**config.mk**
```make
export PLATFORM = sky130hd
export DESIGN_NAME = osd_cfg_i2c_slave
export DESIGN_NICKNAME = d
export VERILOG_FILES = /design/src/rtl/i2c_cfg_pkg.sv /design/src/rtl/i2c_glitch_filter.sv /design/src/rtl/i2c_bus_engine.sv /design/src/rtl/osd_cfg_regfile.sv /design/src/rtl/osd_cfg_i2c_slave.sv
export SDC_FILE = /design/constraint.sdc
export NUM_CORES = 1
export LEC_CHECK = 0
export ABC_AREA = 1
export ABC_CLOCK_PERIOD_IN_PS = 2700
export BUFFER_PORTS_ARGS = -buffer_cell sky130_fd_sc_hd__buf_2
export CORE_MARGIN = 4
export CORE_UTILIZATION = 40
export CTS_BUF_LIST = sky130_fd_sc_hd__clkbuf_4 sky130_fd_sc_hd__clkbuf_8
export DETAILED_ROUTE_END_ITERATION = 8
export PLACE_DENSITY = 0.7
export REMOVE_ABC_BUFFERS = 1
export SYNTH_ARGS = -nofsm -noshare
export SYNTH_HDL_FRONTEND = slang
export SYNTH_SLANG_ARGS = --single-unit
```
**constraint.sdc**
```tcl
create_clock -name clk -period 2.7 [get_ports clk]
set_input_delay 0.54 -clock clk [delete_from_list [all_inputs] [get_ports clk]]
set_output_delay 0.54 -clock clk [all_outputs]
set_load 0.05 [all_outputs]
```
**src/rtl/i2c_cfg_pkg.sv**
```systemverilog
// Package: shared bus states and the register address map of the
// configuration slave. Addresses are fixed because software depends on them.
package i2c_cfg_pkg;

    typedef enum logic [2:0] {
        ST_IDLE,
        ST_ADDR,
        ST_ADDR_ACK,
        ST_WR,
        ST_WR_ACK,
        ST_RD,
        ST_RD_ACK
    } bus_st_t;

    localparam int          NUM_CHAR      = 7;
    localparam int          NUM_CHAN      = 4;
    localparam logic [7:0]  REG_CHAR0     = 8'h00;
    localparam logic [7:0]  REG_CHAR_CNT  = 8'h07;
    localparam logic [7:0]  REG_POS       = 8'h31;
    localparam logic [7:0]  REG_CTRL      = 8'h32;
    localparam logic [7:0]  REG_NOSIG     = 8'h11;
    localparam logic [7:0]  REG_UNLOCK    = 8'h12;
    localparam logic [7:0]  REG_ACTIVE    = 8'h13;

endpackage

```
**src/rtl/i2c_glitch_filter.sv**
```systemverilog
// Module: two-flop synchronizer followed by a persistence filter.
// The output follows the input only after the synchronized input has held a
// new level for FILT_LEN consecutive clocks. Assumes the idle bus level is 1.
module i2c_glitch_filter #(
    parameter int FILT_LEN = 3
) (
    input  logic clk,
    input  logic rst_n,
    input  logic line_i,
    output logic line_o
);
    localparam int CW = $clog2(FILT_LEN + 1);

    logic [1:0]    sync_q;
    logic [CW-1:0] cnt_q;

    // Bring the asynchronous pad level into the clock domain.
    always_ff @(posedge clk) begin
        if (!rst_n) sync_q <= 2'b11;
        else        sync_q <= {sync_q[0], line_i};
    end

    // Accept a new level only after it persists for FILT_LEN clocks.
    always_ff @(posedge clk) begin
        if (!rst_n) begin
            line_o <= 1'b1;
            cnt_q  <= '0;
        end else if (sync_q[1] == line_o) begin
            cnt_q  <= '0;
        end else if (cnt_q == CW'(FILT_LEN - 1)) begin
            line_o <= sync_q[1];
            cnt_q  <= '0;
        end else begin
            cnt_q  <= cnt_q + 1'b1;
        end
    end

endmodule

```
**src/rtl/i2c_bus_engine.sv**
```systemverilog
// Module: bit and byte engine of the slave. It works on filtered SCL/SDA,
// detects START/STOP, matches the device address, ACKs, shifts bytes and
// keeps the auto-incrementing register pointer. It assumes no clock
// stretching and 7-bit addressing only. The read byte is loaded from rd_data
// on the SCL fall that begins it.
module i2c_bus_engine
    import i2c_cfg_pkg::*;
#(
    parameter logic [6:0] DEV_ADDR = 7'h30
) (
    input  logic       clk,
    input  logic       rst_n,
    input  logic       scl_f,
    input  logic       sda_f,
    input  logic [7:0] rd_data,
    output logic [7:0] ptr,
    output logic       wr_en,
    output logic [7:0] wr_addr,
    output logic [7:0] wr_data,
    output logic       sda_oe
);
    bus_st_t    st_q;
    logic       scl_q, sda_q;
    logic [7:0] shreg;
    logic [3:0] bitcnt;
    logic       rnw_q;
    logic       first_q;
    logic       mack_q;

    logic scl_rise, scl_fall, start_ev, stop_ev, byte_done;

    // Remember the previous filtered levels for edge detection.
    always_ff @(posedge clk) begin
        if (!rst_n) begin
            scl_q <= 1'b1;
            sda_q <= 1'b1;
        end else begin
            scl_q <= scl_f;
            sda_q <= sda_f;
        end
    end

    // Decode bus events from the filtered lines.
    always_comb begin
        scl_rise  = scl_f & ~scl_q;
        scl_fall  = ~scl_f & scl_q;
        start_ev  = scl_f & scl_q & sda_q & ~sda_f;
        stop_ev   = scl_f & scl_q & ~sda_q & sda_f;
        byte_done = scl_fall && (bitcnt == 4'd8);
    end

    // Protocol state machine, shifting and pointer handling.
    always_ff @(posedge clk) begin
        if (!rst_n) begin
            st_q    <= ST_IDLE;
            shreg   <= '0;
            bitcnt  <= '0;
            rnw_q   <= 1'b0;
            first_q <= 1'b0;
            mack_q  <= 1'b0;
            ptr     <= '0;
            wr_en   <= 1'b0;
            wr_addr <= '0;
            wr_data <= '0;
            sda_oe  <= 1'b0;
        end else begin
            wr_en <= 1'b0;
            if (start_ev) begin
                st_q    <= ST_ADDR;
                bitcnt  <= '0;
                first_q <= 1'b1;
                sda_oe  <= 1'b0;
            end else if (stop_ev) begin
                st_q   <= ST_IDLE;
                sda_oe <= 1'b0;
            end else begin
                unique case (st_q)
                    ST_IDLE: ;
                    ST_ADDR: begin
                        if (scl_rise) begin
                            shreg  <= {shreg[6:0], sda_f};
                            bitcnt <= bitcnt + 1'b1;
                        end
                        if (byte_done) begin
                            if (shreg[7:1] == DEV_ADDR) begin
                                sda_oe <= 1'b1;
                                rnw_q  <= shreg[0];
                                st_q   <= ST_ADDR_ACK;
                            end else begin
                                st_q   <= ST_IDLE;
                            end
                        end
                    end
                    ST_ADDR_ACK: begin
                        if (scl_fall) begin
                            bitcnt <= '0;
                            if (rnw_q) begin
                                shreg  <= rd_data;
                                sda_oe <= ~rd_data[7];
                                st_q   <= ST_RD;
                            end else begin
                                sda_oe <= 1'b0;
                                st_q   <= ST_WR;
                            end
                        end
                    end
                    ST_WR: begin
                        if (scl_rise) begin
                            shreg  <= {shreg[6:0], sda_f};
                            bitcnt <= bitcnt + 1'b1;
                        end
                        if (byte_done) begin
                            sda_oe <= 1'b1;
                            st_q   <= ST_WR_ACK;
                            if (first_q) begin
                                ptr     <= shreg;
                                first_q <= 1'b0;
                            end else begin
                                wr_en   <= 1'b1;
                                wr_addr <= ptr;
                                wr_data <= shreg;
                                ptr     <= ptr + 1'b1;
                            end
                        end
                    end
                    ST_WR_ACK: begin
                        if (scl_fall) begin
                            sda_oe <= 1'b0;
                            bitcnt <= '0;
                            st_q   <= ST_WR;
                        end
                    end
                    ST_RD: begin
                        if (scl_rise) bitcnt <= bitcnt + 1'b1;
                        if (byte_done) begin
                            sda_oe <= 1'b0;
                            ptr    <= ptr + 1'b1;
                            st_q   <= ST_RD_ACK;
                        end else if (scl_fall) begin
                            shreg  <= {shreg[6:0], 1'b0};
                            sda_oe <= ~shreg[6];
                        end
                    end
                    ST_RD_ACK: begin
                        if (scl_rise) mack_q <= ~sda_f;
                        if (scl_fall) begin
                            if (mack_q) begin
                                shreg  <= rd_data;
                                sda_oe <= ~rd_data[7];
                                bitcnt <= '0;
                                st_q   <= ST_RD;
                            end else begin
                                st_q   <= ST_IDLE;
                            end
                        end
                    end
                    default: st_q <= ST_IDLE;
                endcase
            end
        end
    end

endmodule

```
**src/rtl/osd_cfg_regfile.sv**
```systemverilog
// Module: configuration register file. It holds the writable overlay
// settings and returns read data for any pointer value. It assumes wr_en is
// a one-cycle strobe. Status addresses and unmapped addresses ignore writes;
// unmapped reads return zero.
module osd_cfg_regfile
    import i2c_cfg_pkg::*;
#(
    parameter int         N_CHAR   = NUM_CHAR,
    parameter int         N_CHAN   = NUM_CHAN,
    parameter logic [7:0] POS_RST  = 8'h00,
    parameter logic [5:0] CTRL_RST = 6'h00
) (
    input  logic                  clk,
    input  logic                  rst_n,
    input  logic                  wr_en,
    input  logic [7:0]            wr_addr,
    input  logic [7:0]            wr_data,
    input  logic [7:0]            rd_addr,
    output logic [7:0]            rd_data,
    input  logic [N_CHAN-1:0]     ch_nosig,
    input  logic [N_CHAN-1:0]     ch_unlock,
    input  logic [N_CHAN-1:0]     ch_active,
    output logic [7:0]            osd_pos,
    output logic [5:0]            osd_ctrl,
    output logic [N_CHAR*8-1:0]   osd_char,
    output logic [7:0]            osd_char_cnt
);
    localparam int PADW = 8 - N_CHAN;

    logic [7:0] char_q [N_CHAR];

    // Start position register.
    always_ff @(posedge clk) begin
        if (!rst_n)                          osd_pos <= POS_RST;
        else if (wr_en && wr_addr == REG_POS) osd_pos <= wr_data;
    end

    // Control register; only size and colour bits are kept.
    always_ff @(posedge clk) begin
        if (!rst_n)                           osd_ctrl <= CTRL_RST;
        else if (wr_en && wr_addr == REG_CTRL) osd_ctrl <= wr_data[5:0];
    end

    // Character count register.
    always_ff @(posedge clk) begin
        if (!rst_n)                               osd_char_cnt <= '0;
        else if (wr_en && wr_addr == REG_CHAR_CNT) osd_char_cnt <= wr_data;
    end

    for (genvar i = 0; i < N_CHAR; i++) begin : g_char
        // One character code register per slot.
        always_ff @(posedge clk) begin
            if (!rst_n) char_q[i] <= '0;
            else if (wr_en && wr_addr == REG_CHAR0 + 8'(i)) char_q[i] <= wr_data;
        end
        assign osd_char[8*i +: 8] = char_q[i];
    end

    // Read multiplexer over the whole map; live status, zero elsewhere.
    always_comb begin
        rd_data = 8'h00;
        for (int i = 0; i < N_CHAR; i++) begin
            if (rd_addr == REG_CHAR0 + 8'(i)) rd_data = char_q[i];
        end
        unique case (rd_addr)
            REG_CHAR_CNT: rd_data = osd_char_cnt;
            REG_POS:      rd_data = osd_pos;
            REG_CTRL:     rd_data = {2'b00, osd_ctrl};
            REG_NOSIG:    rd_data = {{PADW{1'b0}}, ch_nosig};
            REG_UNLOCK:   rd_data = {{PADW{1'b0}}, ch_unlock};
            REG_ACTIVE:   rd_data = {{PADW{1'b0}}, ch_active};
            default: ;
        endcase
    end

endmodule

```
**src/rtl/osd_cfg_i2c_slave.sv**
```systemverilog
// Module: top of the overlay configuration slave. It filters both bus lines,
// runs the protocol engine and holds the register file. It assumes that the
// SCL phases from the host are longer than the filter latency and that SDA
// is open drain outside this block (sda_oe = 1 pulls it low).
module osd_cfg_i2c_slave
    import i2c_cfg_pkg::*;
#(
    parameter logic [6:0] DEV_ADDR = 7'h30,
    parameter int         FILT_LEN = 3,
    parameter int         N_CHAR   = NUM_CHAR,
    parameter int         N_CHAN   = NUM_CHAN
) (
    input  logic                clk,
    input  logic                rst_n,
    input  logic                scl_i,
    input  logic                sda_i,
    output logic                sda_oe,
    input  logic [N_CHAN-1:0]   ch_nosig,
    input  logic [N_CHAN-1:0]   ch_unlock,
    input  logic [N_CHAN-1:0]   ch_active,
    output logic [7:0]          osd_pos,
    output logic [5:0]          osd_ctrl,
    output logic [N_CHAR*8-1:0] osd_char,
    output logic [7:0]          osd_char_cnt
);
    logic [1:0] line_raw, line_filt;
    logic [7:0] ptr, rd_data, wr_addr, wr_data;
    logic       wr_en;

    assign line_raw = {sda_i, scl_i};

    for (genvar l = 0; l < 2; l++) begin : g_line
        i2c_glitch_filter #(.FILT_LEN(FILT_LEN)) u_filt (
            .clk    (clk),
            .rst_n  (rst_n),
            .line_i (line_raw[l]),
            .line_o (line_filt[l])
        );
    end

    i2c_bus_engine #(.DEV_ADDR(DEV_ADDR)) u_eng (
        .clk     (clk),
        .rst_n   (rst_n),
        .scl_f   (line_filt[0]),
        .sda_f   (line_filt[1]),
        .rd_data (rd_data),
        .ptr     (ptr),
        .wr_en   (wr_en),
        .wr_addr (wr_addr),
        .wr_data (wr_data),
        .sda_oe  (sda_oe)
    );

    osd_cfg_regfile #(.N_CHAR(N_CHAR), .N_CHAN(N_CHAN)) u_regs (
        .clk          (clk),
        .rst_n        (rst_n),
        .wr_en        (wr_en),
        .wr_addr      (wr_addr),
        .wr_data      (wr_data),
        .rd_addr      (ptr),
        .rd_data      (rd_data),
        .ch_nosig     (ch_nosig),
        .ch_unlock    (ch_unlock),
        .ch_active    (ch_active),
        .osd_pos      (osd_pos),
        .osd_ctrl     (osd_ctrl),
        .osd_char     (osd_char),
        .osd_char_cnt (osd_char_cnt)
    );

endmodule

```
# ---- After elaboration in Yosys (flattened, before gate mapping)
# Memories as Yosys holds them, arrays and structs flattened.
# Index checks and enable logic that the tools add are counted.
dict set report op_classes {
  muxes 82
  n_addsub 4
  bitwise 29
  reduce_logical 40
  eq_ne 56
}
# op count
set ops {}
lappend ops {{$mux 8} 24}
lappend ops {{$eq 8x3->1 const B} 8}
lappend ops {{$pmux 8 s6} 1}
lappend ops {{$mux 1} 39}
lappend ops {{$eq 8x2->1 const B} 4}
lappend ops {{$eq 8x6->1 const B} 4}
lappend ops {{$pmux 8 s4} 1}
lappend ops {{$ne 2x1->1 const B} 14}
lappend ops {{$eq 8x5->1 const B} 3}
lappend ops {{$mux 3} 8}
lappend ops {{$ne 4x1->1 const B} 6}
lappend ops {{$pmux 3 s7} 1}
lappend ops {{$eq 8x1->1 const B} 2}
lappend ops {{$logic_not 8->1} 2}
lappend ops {{$mux 4} 4}
lappend ops {{$pmux 8 s2} 1}
lappend ops {{$not 1->1} 15}
lappend ops {{$reduce_and 5->1} 3}
lappend ops {{$reduce_and 7->1} 2}
lappend ops {{$pmux 4 s3} 1}
lappend ops {{$reduce_or 3->1} 4}
lappend ops {{$logic_and 1x1->1} 11}
lappend ops {{$reduce_and 10->1} 1}
lappend ops {{$eq 3x3->1 const B} 3}
lappend ops {{27 further kinds} 49}
dict set report word_totals {
  out_inout_bits 79
  regBits 78
  elab_cells 235
  mem_bits_rw 56
  mem_count 1
}
# memory words word_bits read_ports rd_clocked_by_memory_dff write_ports line
set memory_table {}
lappend memory_table {u_regs.char_q 7 8 7 0 7 osd_cfg_regfile.sv:30} ;# logic [7:0] char_q [N_CHAR];

# ---- Logic depth before layout (Yosys ltp)
# Gate-level depths: netlist of run 1.
dict set report logic_depth {
  depth_word 13
  depth_mapped 15
}

# ---- Hierarchy
# From an unflattened synthesis of run 1, not the netlist that was laid out.
dict set report hier_totals {
  hier_cells 860
  area_unflattened_um2 6633.9
}
# module seq_area_each_um2 n_inst area_each_um2 cells_each
set modules_own_cells {}
lappend modules_own_cells {osd_cfg_regfile 2122.0 1 3794.9 452}
lappend modules_own_cells {i2c_bus_engine 920.9 1 2476.1 368}
lappend modules_own_cells {i2c_glitch_filter 100.1 2 181.4 20}

# ---- Worst setup path after synthesis of run 1
# OpenSTA, ideal clock, no wires.
dict set report synth_path {
  path_type {reg2reg}
  startpoint {register u_eng.wr_addr[6]}
  endpoint {memory u_regs.char_q[2][0] (enable)}
  slack_ns 0.702
  stages_incl_launch_ff 8
  path_buffers 0
  arrival_ns 1.614
  setup_ns 0.384
  synth_period_minus_slack_ns 1.998
  cell_sequence {dfxtp_1 -> nor2_1 -> inv_1 -> nor3_1 -> inv_1 -> nor2_1 -> inv_1 -> o21ai_0}
}
# item line
set synth_rtl {}
lappend synth_rtl {{from (decl)} i2c_bus_engine.sv:18} ;# output logic [7:0] wr_addr,
lappend synth_rtl {{from (signal assigned)} i2c_bus_engine.sv:120} ;# wr_addr <= ptr;
lappend synth_rtl {{to (decl)} osd_cfg_regfile.sv:30}

# ---- Final worst setup path of run 1
dict set report layout_path {
  startpoint {register u_eng.ptr[0]}
  endpoint {register u_eng.shreg[0]}
}
dict set report layout_via {
  elab_chain_cells 12
  elab_cells_between_ends 26
}
# item line
set layout_rtl {}
lappend layout_rtl {{from (decl)} i2c_bus_engine.sv:16} ;# output logic [7:0] ptr,
lappend layout_rtl {{from (signal assigned)} i2c_bus_engine.sv:116} ;# ptr <= shreg;
lappend layout_rtl {{from (signal assigned)} i2c_bus_engine.sv:122} ;# ptr <= ptr + 1'b1;
lappend layout_rtl {{from (signal assigned)} i2c_bus_engine.sv:137} ;# ptr <= ptr + 1'b1;
lappend layout_rtl {{$logic_not 8->1} osd_cfg_regfile.sv:63} ;# if (rd_addr == REG_CHAR0 + 8'(i)) rd_data = char_q[i];
lappend layout_rtl {{$mux 8 (7 in series)} osd_cfg_regfile.sv:63}
lappend layout_rtl {{$pmux 8 s6 *} osd_cfg_regfile.sv:65} ;# unique case (rd_addr)
lappend layout_rtl {{$mux 8 (on tied branches)} {i2c_bus_engine.sv:147, i2c_bus_engine.sv:97}}
lappend layout_rtl {{$mux 8 (on tied branches)} {i2c_bus_engine.sv:146, i2c_bus_engine.sv:95}}
lappend layout_rtl {{$pmux 8 s4 *} i2c_bus_engine.sv:77} ;# unique case (st_q)
lappend layout_rtl {{to (signal assigned)} i2c_bus_engine.sv:81} ;# shreg <= {shreg[6:0], sda_f};
lappend layout_rtl {{to (signal assigned)} i2c_bus_engine.sv:140} ;# shreg <= {shreg[6:0], 1'b0};
lappend layout_rtl {{to (signal assigned)} i2c_bus_engine.sv:148} ;# shreg <= rd_data;
lappend layout_rtl {{to (decl)} i2c_bus_engine.sv:24} ;# logic [7:0] shreg;
# Mark *: on every way between the ends. The rest lies on a longest branch, timed or not. The select of a mux whose other input is x is not followed.
# A chain may end at the register's enable or synchronous reset.

==> qor.yml, run 1 <==
global_route:
  grt_pass1_vias: 5176
  overflow: 0
  grtUsageMet1: 0.261
  grt.busiest_layer: "met2"
  use_met3: 0.0420
  antenna_found_initial: 0
  grt_max_degree: 38
  grt_usage: 0.193
  grt_pass1_wl_mm: 27.3
  use_met2: 0.307
worst_hold_path:
  hold_depth: 2
  hp-class: "in -> reg"
placement:
  gp_congestion: 0.937
  dpl.hpwl_mm: 12.9
  io_buffers: 94
die:
  die_height_um: 134
  io_pins: 95
  start_util: 0.414
  dieArea_sq_um: 18100
  die-width_um: 134
  coreArea_sq_um: 15400
  rows: 45
synth:
  yosysWarnings: 0
  synth_cell_types: 44
  synth_seq_area_share: 0.508
  dominantRegCellSynth: "dfxtp_1"
  synthCells: 796
  netlist_area_sq_um: 6390
  avgSynthCellArea_sq_um: 8.02
  yosysTopAreaCell: "edfxtp_1"
  yosysTopAreaCellShare: 0.263
  synth-seq-cells: 134
  synth-edff-count: 56
  synth_area_leaders: "edfxtp_1 26%, dfxtp_1 24%, nand2_1 8.2%"
  ys_async_sr_fraction: 0
critical_path:
  path_max_fanout: 16
  critPathTopFamily: "simple AND/OR/NAND/NOR gates"
  path_class: "reg -> reg"
  cp_slowest_cell: "dfxtp_1"
  path_cells: "inv_1, ha_1, nand2_1, nor2_1, inv_1, nor2_1, nor2_1, nand2_1, nand2_1, nand2_1, nand2_1, nand2_1, nand2_1, nand2_1, a21oi_2"
  cp.required_ns: 3.10
  cp.buffers_inverters: 2
  cp_slowest_stage_delay_ns: 0.44
  rrSetupSlack_ns: 0.49
  end_kind: "flip-flop"
  worstPathArrival_ns: 2.61
  r2r.worst_path.cells: 15
  cp.depth: 15
  cp-start-kind: "flip-flop"
  path_common_cell: "nand2_1"
sta:
  setup-tns-final_ns: 0
  rsz0062_at_grt: "no"
  max_slew_margin: 0.578
  finalCritPeriodShare: 0.820
  hold_viol: 0
  slew_viol_final: 0
  finClkSkew_ns: 0.00923
  fmax_mhz: 452
  finalSetupViolCount: 0
  worst_pin_slew_ns: 0.632
  fin_crit_ns: 2.21
layout:
  finish.utilization: 0.487
  fill_cells: 1536
  layout.nets: 921
  final_common_cell: "nand2_1"
  drive_above_1_share: 0.182
  n_antenna_cell: 0
  mostFrequentLayoutCells: "139 x nand2_1, 126 x nor2_1, 94 x buf_2, 83 x a21oi_1"
  synthToLayoutAreaGrowth_pct: 17.6
cts:
  clock_latency_ns: 0.46
  cts_max_level: 4
  clock-sinks: 134
  max-clock-path-buffers: 2
  numCtsBuffers: 17
  cts-hold-fix-buffers: 0
  ctsResizeCount: 0
  cts_tree: "done"
  cts.clk_slew.worst_paths_ns: 0.08
  cts_setup_buffers: 0
  root_buffer: "clkbuf_8"
routing:
  via_per_inst: 5.29
  remaining_drc_errors: 0
  routed_wirelength_mm: 17.7
  drt_pre_antenna_iters: 6
  antenna_left: 0
  drt_iter0_drc: 606
  vias: 5931
  avgRoutedWirePerCell_um: 15.8
power:
  power.density_nw_per_um2: 625
  p_leak_nw: 3.05
  vdd_drop_max_v: 0.000313
  power.total_mw: 4.70
outcome:
  status: "finished clean"
run:
  max_cap_violations: 0
cell families (layout without fill, tap and decap cells):
| kind of cell | count (synthesis) | after routing | share of synthesized area |
|---|---|---|---|
| AOI/OAI and AO/OA | 187 | 187 | 0.164 |
| adders and majority gates | 8 | 8 | 0.0157 |
| and+or+nand+nor | 350 | 350 | 0.236 |
| xor gates and xnor gates | 2 | 2 | 0.00274 |
| buffers and inverters | 115 | 229 | 0.0735 |
| DFF | 134 | 134 | 0.508 |
layout make-up:
| class | count | area [sq um] | share of cell area |
|---|---|---|---|
| flip-flops and latches | 134 | 3240 | 0.432 |
| multi-input cells | 547 | 2670 | 0.356 |
| clock inverters | 12 | 150 | 0.0200 |
| clock buffers | 20 | 269 | 0.0358 |
| repair buffers | 108 | 576 | 0.0766 |
| inverters | 89 | 334 | 0.0445 |
| well taps | 211 | 264 | 0.0352 |
layer usage:
layer	wire length (um)	share of wire	vias up
met5	0	0	-
met4	449	0.025	0
met3	1380	0.078	37
met2	8050	0.46	273
met1	7800	0.44	2732
li1	-	-	2889
power by group:
part	internal (mW)	total, mW	switching (mW)	leakage [nW]
clock	0.971	1.76	0.786	0.218
sequential	2.21	2.30	0.0958	1.17
combinational	0.170	0.634	0.464	1.67
worst reg2reg max path, stage by stage, from the launching register on:
cell and delay, ns:
dfxtp_1 0.44, inv_1 0.13, ha_1 0.23, nand2_1 0.14, nor2_1 0.07, inv_1 0.34
nor2_1 0.08, nor2_1 0.09, nand2_1 0.06, nand2_1 0.09, nand2_1 0.07, nand2_1 0.09
nand2_1 0.09, nand2_1 0.06, nand2_1 0.06, a21oi_2 0.12
per-stage QoR:
step	instance area, sq um	cells	hold WS [ns]	setup WS (ns)
after CTS	7510	1121	0.241	0.492
after global placement	7090	1089	0.397	0.564
after global routing	7510	1121	0.248	0.263
after detailed placement	7090	1089	0.399	0.502
final	7510	1121	0.258	0.485
after floorplan	6250	770	0.393	0.702
sequential cells by signal, indices dropped and copies added (netlist names), 2 cells and up:
| register | cells |
|---|---|
| u_regs.char_q | 56 |
| u_eng.wr_addr | 8 |
| u_eng.st_q | 3 |
| u_regs.osd_char_cnt | 8 |
| u_eng.wr_data | 8 |
| u_eng.ptr | 8 |
| g_line.u_filt.sync_q | 4 |
| u_regs.osd_pos | 8 |
| g_line.u_filt.line_o | 2 |
| g_line.u_filt.cnt_q | 4 |
| u_regs.osd_ctrl | 6 |
| u_eng.bitcnt | 4 |
| u_eng.shreg | 8 |
cell usage after synthesis, types with 8 or more instances:
cell,n
o21ai_0,63
nor3_1,16
o211ai_1,8
nand2_1,139
nand4_1,8
inv_1,78
dfxtp_1,78
ha_1,8
nor2_1,126
nand3_1,37
a21oi_1,83
clkbuf_1,15
edfxtp_1,56
a211oi_1,13
worst paths after layout:
path,from,to
worst max register to register,u_eng.ptr[0],u_eng.shreg[0]
worst max-delay path,u_eng.ptr[0],u_eng.shreg[0]
worst min-delay path,sda_i,g_line[1].u_filt.sync_q[0]
worst min register to register,g_line[0].u_filt.cnt_q[0],g_line[0].u_filt.cnt_q[0]
No activity file was read; power rests on OpenSTA's default activity.
==> run 2: changes to the inputs <==
--- a/config.mk
+++ b/config.mk
@@ -6,7 +6,7 @@
 export NUM_CORES = 1
 export LEC_CHECK = 0
 export ABC_AREA = 1
-export ABC_CLOCK_PERIOD_IN_PS = 2700
+export ABC_CLOCK_PERIOD_IN_PS = 2100
 export BUFFER_PORTS_ARGS = -buffer_cell sky130_fd_sc_hd__buf_2
 export CORE_MARGIN = 4
 export CORE_UTILIZATION = 40
==> constraint.sdc (replaced) <==
create_clock -name clk -period 2.1 [get_ports clk]
set_input_delay 0.42 -clock clk [delete_from_list [all_inputs] [get_ports clk]]
set_output_delay 0.42 -clock clk [all_outputs]
set_load 0.05 [all_outputs]
==> run 2 against run 1 <==
Clock power grew 26%. Critical path depth shrank 1. Utilization grew 1.0 points. Global-route usage grew 0.47 points. Cell area grew 2.0%. Combinational power grew 31%. Sequential power grew 29%. Critical endpoint is now u_eng.shreg[1].
==> qor.yml, run 2 (synthesized netlist as in run 1, its figures left out) <==
die:
  coreArea_sq_um: 15400
  die_height_um: 134
  die-width_um: 134
  start_util: 0.414
  dieArea_sq_um: 18100
  rows: 45
  io_pins: 95
cts:
  cts_max_level: 4
  clock-sinks: 134
  clock_latency_ns: 0.46
  cts-hold-fix-buffers: 0
  cts_tree: "done"
  root_buffer: "clkbuf_8"
  cts.clk_slew.worst_paths_ns: 0.08
  max-clock-path-buffers: 2
  numCtsBuffers: 17
global_route:
  grt_pass1_vias: 5362
  grt_pass1_wl_mm: 28.0
  antenna_found_initial: 0
  overflow: 0
  grt_max_degree: 33
  grt_usage: 0.198
sta:
  max_slew_margin: 0.583
  worst_pin_slew_ns: 0.625
  finClkSkew_ns: 0.0178
  fin_crit_ns: 1.97
  finalCritPeriodShare: 0.936
  fmax_mhz: 509
  hold_viol: 0
  slew_viol_final: 0
  setup-tns-final_ns: 0
  finalSetupViolCount: 0
  rsz0062_at_grt: "no"
power:
  p_leak_nw: 3.14
  vdd_drop_max_v: 0.000358
  power.density_nw_per_um2: 786
  power.total_mw: 6.02
worst_hold_path:
  hp-class: "in -> reg"
  hold_depth: 2
  hold_start: "scl_i"
  min_to: "g_line[0].u_filt.sync_q[0]"
layout:
  n_antenna_cell: 0
  mostFrequentLayoutCells: "139 x nand2_1, 125 x nor2_1, 94 x buf_2, 81 x a21oi_1, 76 x inv_1"
  synthToLayoutAreaGrowth_pct: 20.0
  largest_reg_flops: 56
  final_common_cell: "nand2_1"
  finish.utilization: 0.497
  layout.nets: 938
  largest_register: "u_regs.char_q"
  drive_above_1_share: 0.208
  fill_cells: 1507
critical_path:
  r2r-end: "u_eng.shreg[1]"
  worstPathArrival_ns: 2.35
  cp_slowest_stage_delay_ns: 0.36
  path_max_fanout: 8
  end_kind: "flip-flop"
  reg2reg_from: "u_eng.ptr[7]"
  cp-start-kind: "flip-flop"
  cp.buffers_inverters: 1
  critPathTopFamily: "simple AND/OR/NAND/NOR gates"
  cp_slowest_cell: "dfxtp_1"
  r2r.worst_path.cells: 14
  rrSetupSlack_ns: 0.13
  path_cells: "nor2_2, nand2_4, buf_4, nor2_4, nand3_1, nand3_1, nand2_1, nand2_1, nand2_1, nand2_1, nand2_1, nand2_1, nand2_1, a21oi_1"
  path_common_cell: "nand2_1"
  crit_start: "u_eng.ptr[7]"
  path_class: "reg -> reg"
  cp.required_ns: 2.49
routing:
  remaining_drc_errors: 0
  routed_wirelength_mm: 18.1
  avgRoutedWirePerCell_um: 15.9
  drt_pre_antenna_iters: 5
  via_per_inst: 5.26
  vias: 5988
  antenna_left: 0
  drt_iter0_drc: 544
placement:
  io_buffers: 94
  gp_congestion: 0.911
  dpl.hpwl_mm: 13.2
run:
  max_cap_violations: 0
outcome:
  status: "finished clean"
## run 2: changes by cell type in the layout (fill, tap and decap cells not counted), moves of 4 or more
cell	previous run	this run
dfxtp_1	78	74
inv_6	1	5
dfxtp_2	0	4
buf_4	14	31
## run 2: power by group
group | internal, mW | switching, mW | total (mW)
logic | 0.227 | 0.604 | 0.831
registers | 2.84 | 0.131 | 2.97
clock network | 1.12 | 1.11 | 2.22
total | 4.18 | 1.84 | 6.02
## run 2: worst max-delay path by stage
stage / endpoint / slack [ns] / depth (start not counted)
final: u_eng.shreg[1] / 0.13 / 14
after CTS: u_eng.shreg[7] / 0.04 / 13
after global routing: u_eng.shreg[1] / 0.005 / 13
after detailed placement: u_eng.shreg[7] / 0.003 / 15
after floorplan: u_regs.char_q[2][0] / 0.10 / 7
after global placement: u_eng.shreg[7] / 0.10 / 13
## run 2: what timing repair did
action,in CTS,in global routing
resized for setup,1,12
buffers inserted,0,3
setup endpoints to repair,2,12
pin swaps,0,3
## run 2: per-layer routing
| layer | vias to the layer above | part of all wire | track usage |
|---|---|---|---|
| li1 | 2922 | - | - |
| met1 | 2764 | 0.44 | 0.268 |
| met2 | 262 | 0.46 | 0.316 |
| met3 | 40 | 0.074 | 0.0394 |
| met4 | 0 | 0.025 | 0.0707 |
| met5 | - | 0 | 0 |
## run 2: area by class of cell
type	instances	area, sq um	share of cell area
Clock buffer	18	248	0.0323
Clock inverter	14	159	0.0207
Inverter	89	334	0.0436
Multi-Input combinational cell	547	2710	0.353
Sequential cell	134	3250	0.424
Tap cell	211	264	0.0344
Timing Repair Buffer	125	703	0.0918
## run 2: stage by stage
| step | setup WS [ns] | instances | hold slack [ns] | cell area [sq um] |
|---|---|---|---|---|
| after floorplan | 0.102 | 770 | 0.393 | 6250 |
| after detailed placement | 0.00270 | 1103 | 0.400 | 7200 |
| after global placement | 0.102 | 1103 | 0.397 | 7200 |
| after global routing | 0.00455 | 1138 | 0.147 | 7660 |
| after CTS | 0.0419 | 1135 | 0.137 | 7600 |
| final | 0.134 | 1138 | 0.147 | 7660 |
==> run 3: changes to the inputs <==
--- a/config.mk
+++ b/config.mk
@@ -8,11 +8,13 @@
 export ABC_AREA = 1
 export ABC_CLOCK_PERIOD_IN_PS = 2100
 export BUFFER_PORTS_ARGS = -buffer_cell sky130_fd_sc_hd__buf_2
+export CELL_PAD_IN_SITES_DETAIL_PLACEMENT = 2
+export CELL_PAD_IN_SITES_GLOBAL_PLACEMENT = 2
 export CORE_MARGIN = 4
-export CORE_UTILIZATION = 40
+export CORE_UTILIZATION = 35
 export CTS_BUF_LIST = sky130_fd_sc_hd__clkbuf_4 sky130_fd_sc_hd__clkbuf_8
 export DETAILED_ROUTE_END_ITERATION = 8
-export PLACE_DENSITY = 0.7
+export PLACE_DENSITY = 0.94
 export REMOVE_ABC_BUFFERS = 1
 export SYNTH_ARGS = -nofsm -noshare
 export SYNTH_HDL_FRONTEND = slang
==> run 3 against run 2 <==
The run now ends with negative setup slack left. Setup slack worse by 0.41 ns. Power is 12% higher. Clock skew is 0.015 ns higher. Global-route usage is 10 points higher. Non-clock buffer count is 30 higher. Hold slack worse by 0.034 ns. Utilization is 3.1 points lower. Wire length is 100% higher. Sequential share of layout area is 3.5 points lower. Cell area is 9.2% higher. Sequential cell count stayed put. Largest cell class unchanged.
==> qor.yml, run 3 (synthesized netlist as in run 1, its figures left out) <==
cts:
  cts-hold-fix-buffers: 0
  cts.clk_slew.worst_paths_ns: 0.11
  cts_tree: "done"
  cts_max_level: 4
  max-clock-path-buffers: 2
  clock_latency_ns: 0.51
  clock-sinks: 134
  root_buffer: "clkbuf_8"
  numCtsBuffers: 17
critical_path:
  reg2reg_from: "u_eng.ptr[0]"
  cp.required_ns: 2.51
  end_kind: "flip-flop"
  crit_start: "u_eng.ptr[0]"
  path_max_fanout: 14
  path_class: "reg -> reg"
  cp-start-kind: "flip-flop"
  cp_slowest_stage_delay_ns: 0.42
  path_common_cell: "nand2_1"
  worstPathArrival_ns: 2.79
  path_cells: "ha_1, inv_1, nor3_2, buf_12, inv_1, nand3_1, nand2_1, nand2_1, nand2_1, nand2_1, nand2_1, nand2_1, a21oi_2"
  cp_slowest_cell: "dfxtp_4"
sta:
  fin_crit_ns: 2.38
  hold_viol: 0
  rsz0062_at_grt: "yes"
  worst_pin_slew_ns: 0.768
  slew_viol_final: 0
  finClkSkew_ns: 0.0323
  fmax_mhz: 420
  setup-tns-final_ns: -1.99
  timing.final.ws_setup_ns: -0.281
  finalCritPeriodShare: 1.13
  finalSetupViolCount: 27
  max_slew_margin: 0.488
worst_hold_path:
  hp-class: "in -> reg"
  hold_start: "scl_i"
outcome:
  status: "finished with violations"
  violations: "negative setup slack"
global_route:
  grt_pass1_wl_mm: 45.8
  antenna_found_initial: 0
  grt_max_degree: 62
  grt_usage: 0.301
  grt_pass1_vias: 7415
  overflow: 0
placement:
  dpl.hpwl_mm: 20.7
  place_ws_ns: -0.224
  io_buffers: 94
  dp.cells: 1138
  gp_congestion: 0.899
die:
  die-width_um: 143
  coreArea_sq_um: 18000
  die_height_um: 143
  dieArea_sq_um: 20500
  start_util: 0.356
  io_pins: 95
  rows: 49
layout:
  layout.nets: 970
  fill_cells: 1983
  largest_reg_flops: 56
  final_common_cell: "nand2_1"
  mostFrequentLayoutCells: "122 x nand2_1, 114 x nor2_1, 94 x buf_2, 74 x dfxtp_1, 73 x a21oi_1"
  fin_cells: 1188
  synthToLayoutAreaGrowth_pct: 31.1
  largest_register: "u_regs.char_q"
  drive_above_1_share: 0.304
  n_antenna_cell: 0
routing:
  avgRoutedWirePerCell_um: 30.9
  via_per_inst: 6.12
  drt_pre_antenna_iters: 5
  remaining_drc_errors: 0
  drt_iter0_drc: 663
  routed_wirelength_mm: 36.7
  vias: 7269
  antenna_left: 0
power:
  power.density_nw_per_um2: 804
  vdd_drop_max_v: 0.000759
  p_leak_nw: 3.43
run:
  max_cap_violations: 0
run 3: cell types whose count changed in the layout (fill, tap and decap cells not counted), moves of 8 or more:
cell | before | now
nand3_1 | 37 | 20
nand2_1 | 139 | 122
nand2_2 | 3 | 18
nand3_2 | 0 | 17
a21oi_1 | 81 | 73
nor2_1 | 125 | 114
buf_4 | 31 | 52
run 3: path summary, 6_finish.rpt:
| kind | cells after the start | slack, ns | to |
|---|---|---|---|
| max | 13 | -0.28 | u_eng.shreg[5] |
| min reg2reg | 1 | 0.41 | g_line[0].u_filt.cnt_q[0] |
| max reg2reg | 13 | -0.28 | u_eng.shreg[5] |
| min | 2 | 0.11 | g_line[0].u_filt.sync_q[0] |
run 3: metal layers:
metal / GRT usage / vias to the layer above / share of wire
met3: 0.0687 / 164 / 0.075
met4: 0.183 / 0 / 0.067
met5: 0 / - / 0
met1: 0.344 / 3661 / 0.37
li1: - / 2977 / -
met2: 0.512 / 467 / 0.49
run 3: area by class of cell:
type	instances	area [sq um]	area share
multi-input combinational	548	3030	0.362
timing repair inverter	1	7.51	0.000897
timing repair buffer	155	1010	0.120
sequential	134	3250	0.389
inverter	89	349	0.0417
clock inverter	14	199	0.0238
clock buffer	18	241	0.0288
tap	229	287	0.0342
run 3: worst max-delay path, delay by kind of cell, from the launching register on:
family | cells | cell delay, ns
and+or+nand+nor | 8 | 1.14
DFF | 1 | 0.42
buffers and inverters | 3 | 0.41
adders and majority gates | 1 | 0.25
AOI/OAI and AO/OA | 1 | 0.07
run 3: repair_timing:
item / in CTS / in global routing
endpoints found under the setup margin: 78 / 63
setup buffers: 1 / 15
cloned: 0 / 2
gates resized for setup: 9 / 102
endpoints found under the hold margin: 0 / 0
pin swaps: 1 / 20
run 3: where the power goes:
group / total [mW] / switching (mW) / leakage (nW) / internal (mW)
Combinational: 1.06 / 0.791 / 2.03 / 0.271
Sequential: 3.02 / 0.180 / 1.17 / 2.84
Clock: 2.65 / 1.32 / 0.226 / 1.32
run 3: stage by stage:
step,cell area [sq um],hold slack [ns],utilization,total power [mW]
after detailed placement,7400,0.407,0.412,3.96
after global routing,8370,0.0900,0.466,6.91
after floorplan,6250,0.393,-,3.57
after global placement,7400,0.396,0.412,3.89
after CTS,7880,0.0902,0.438,6.48
final,8370,0.114,0.466,6.73
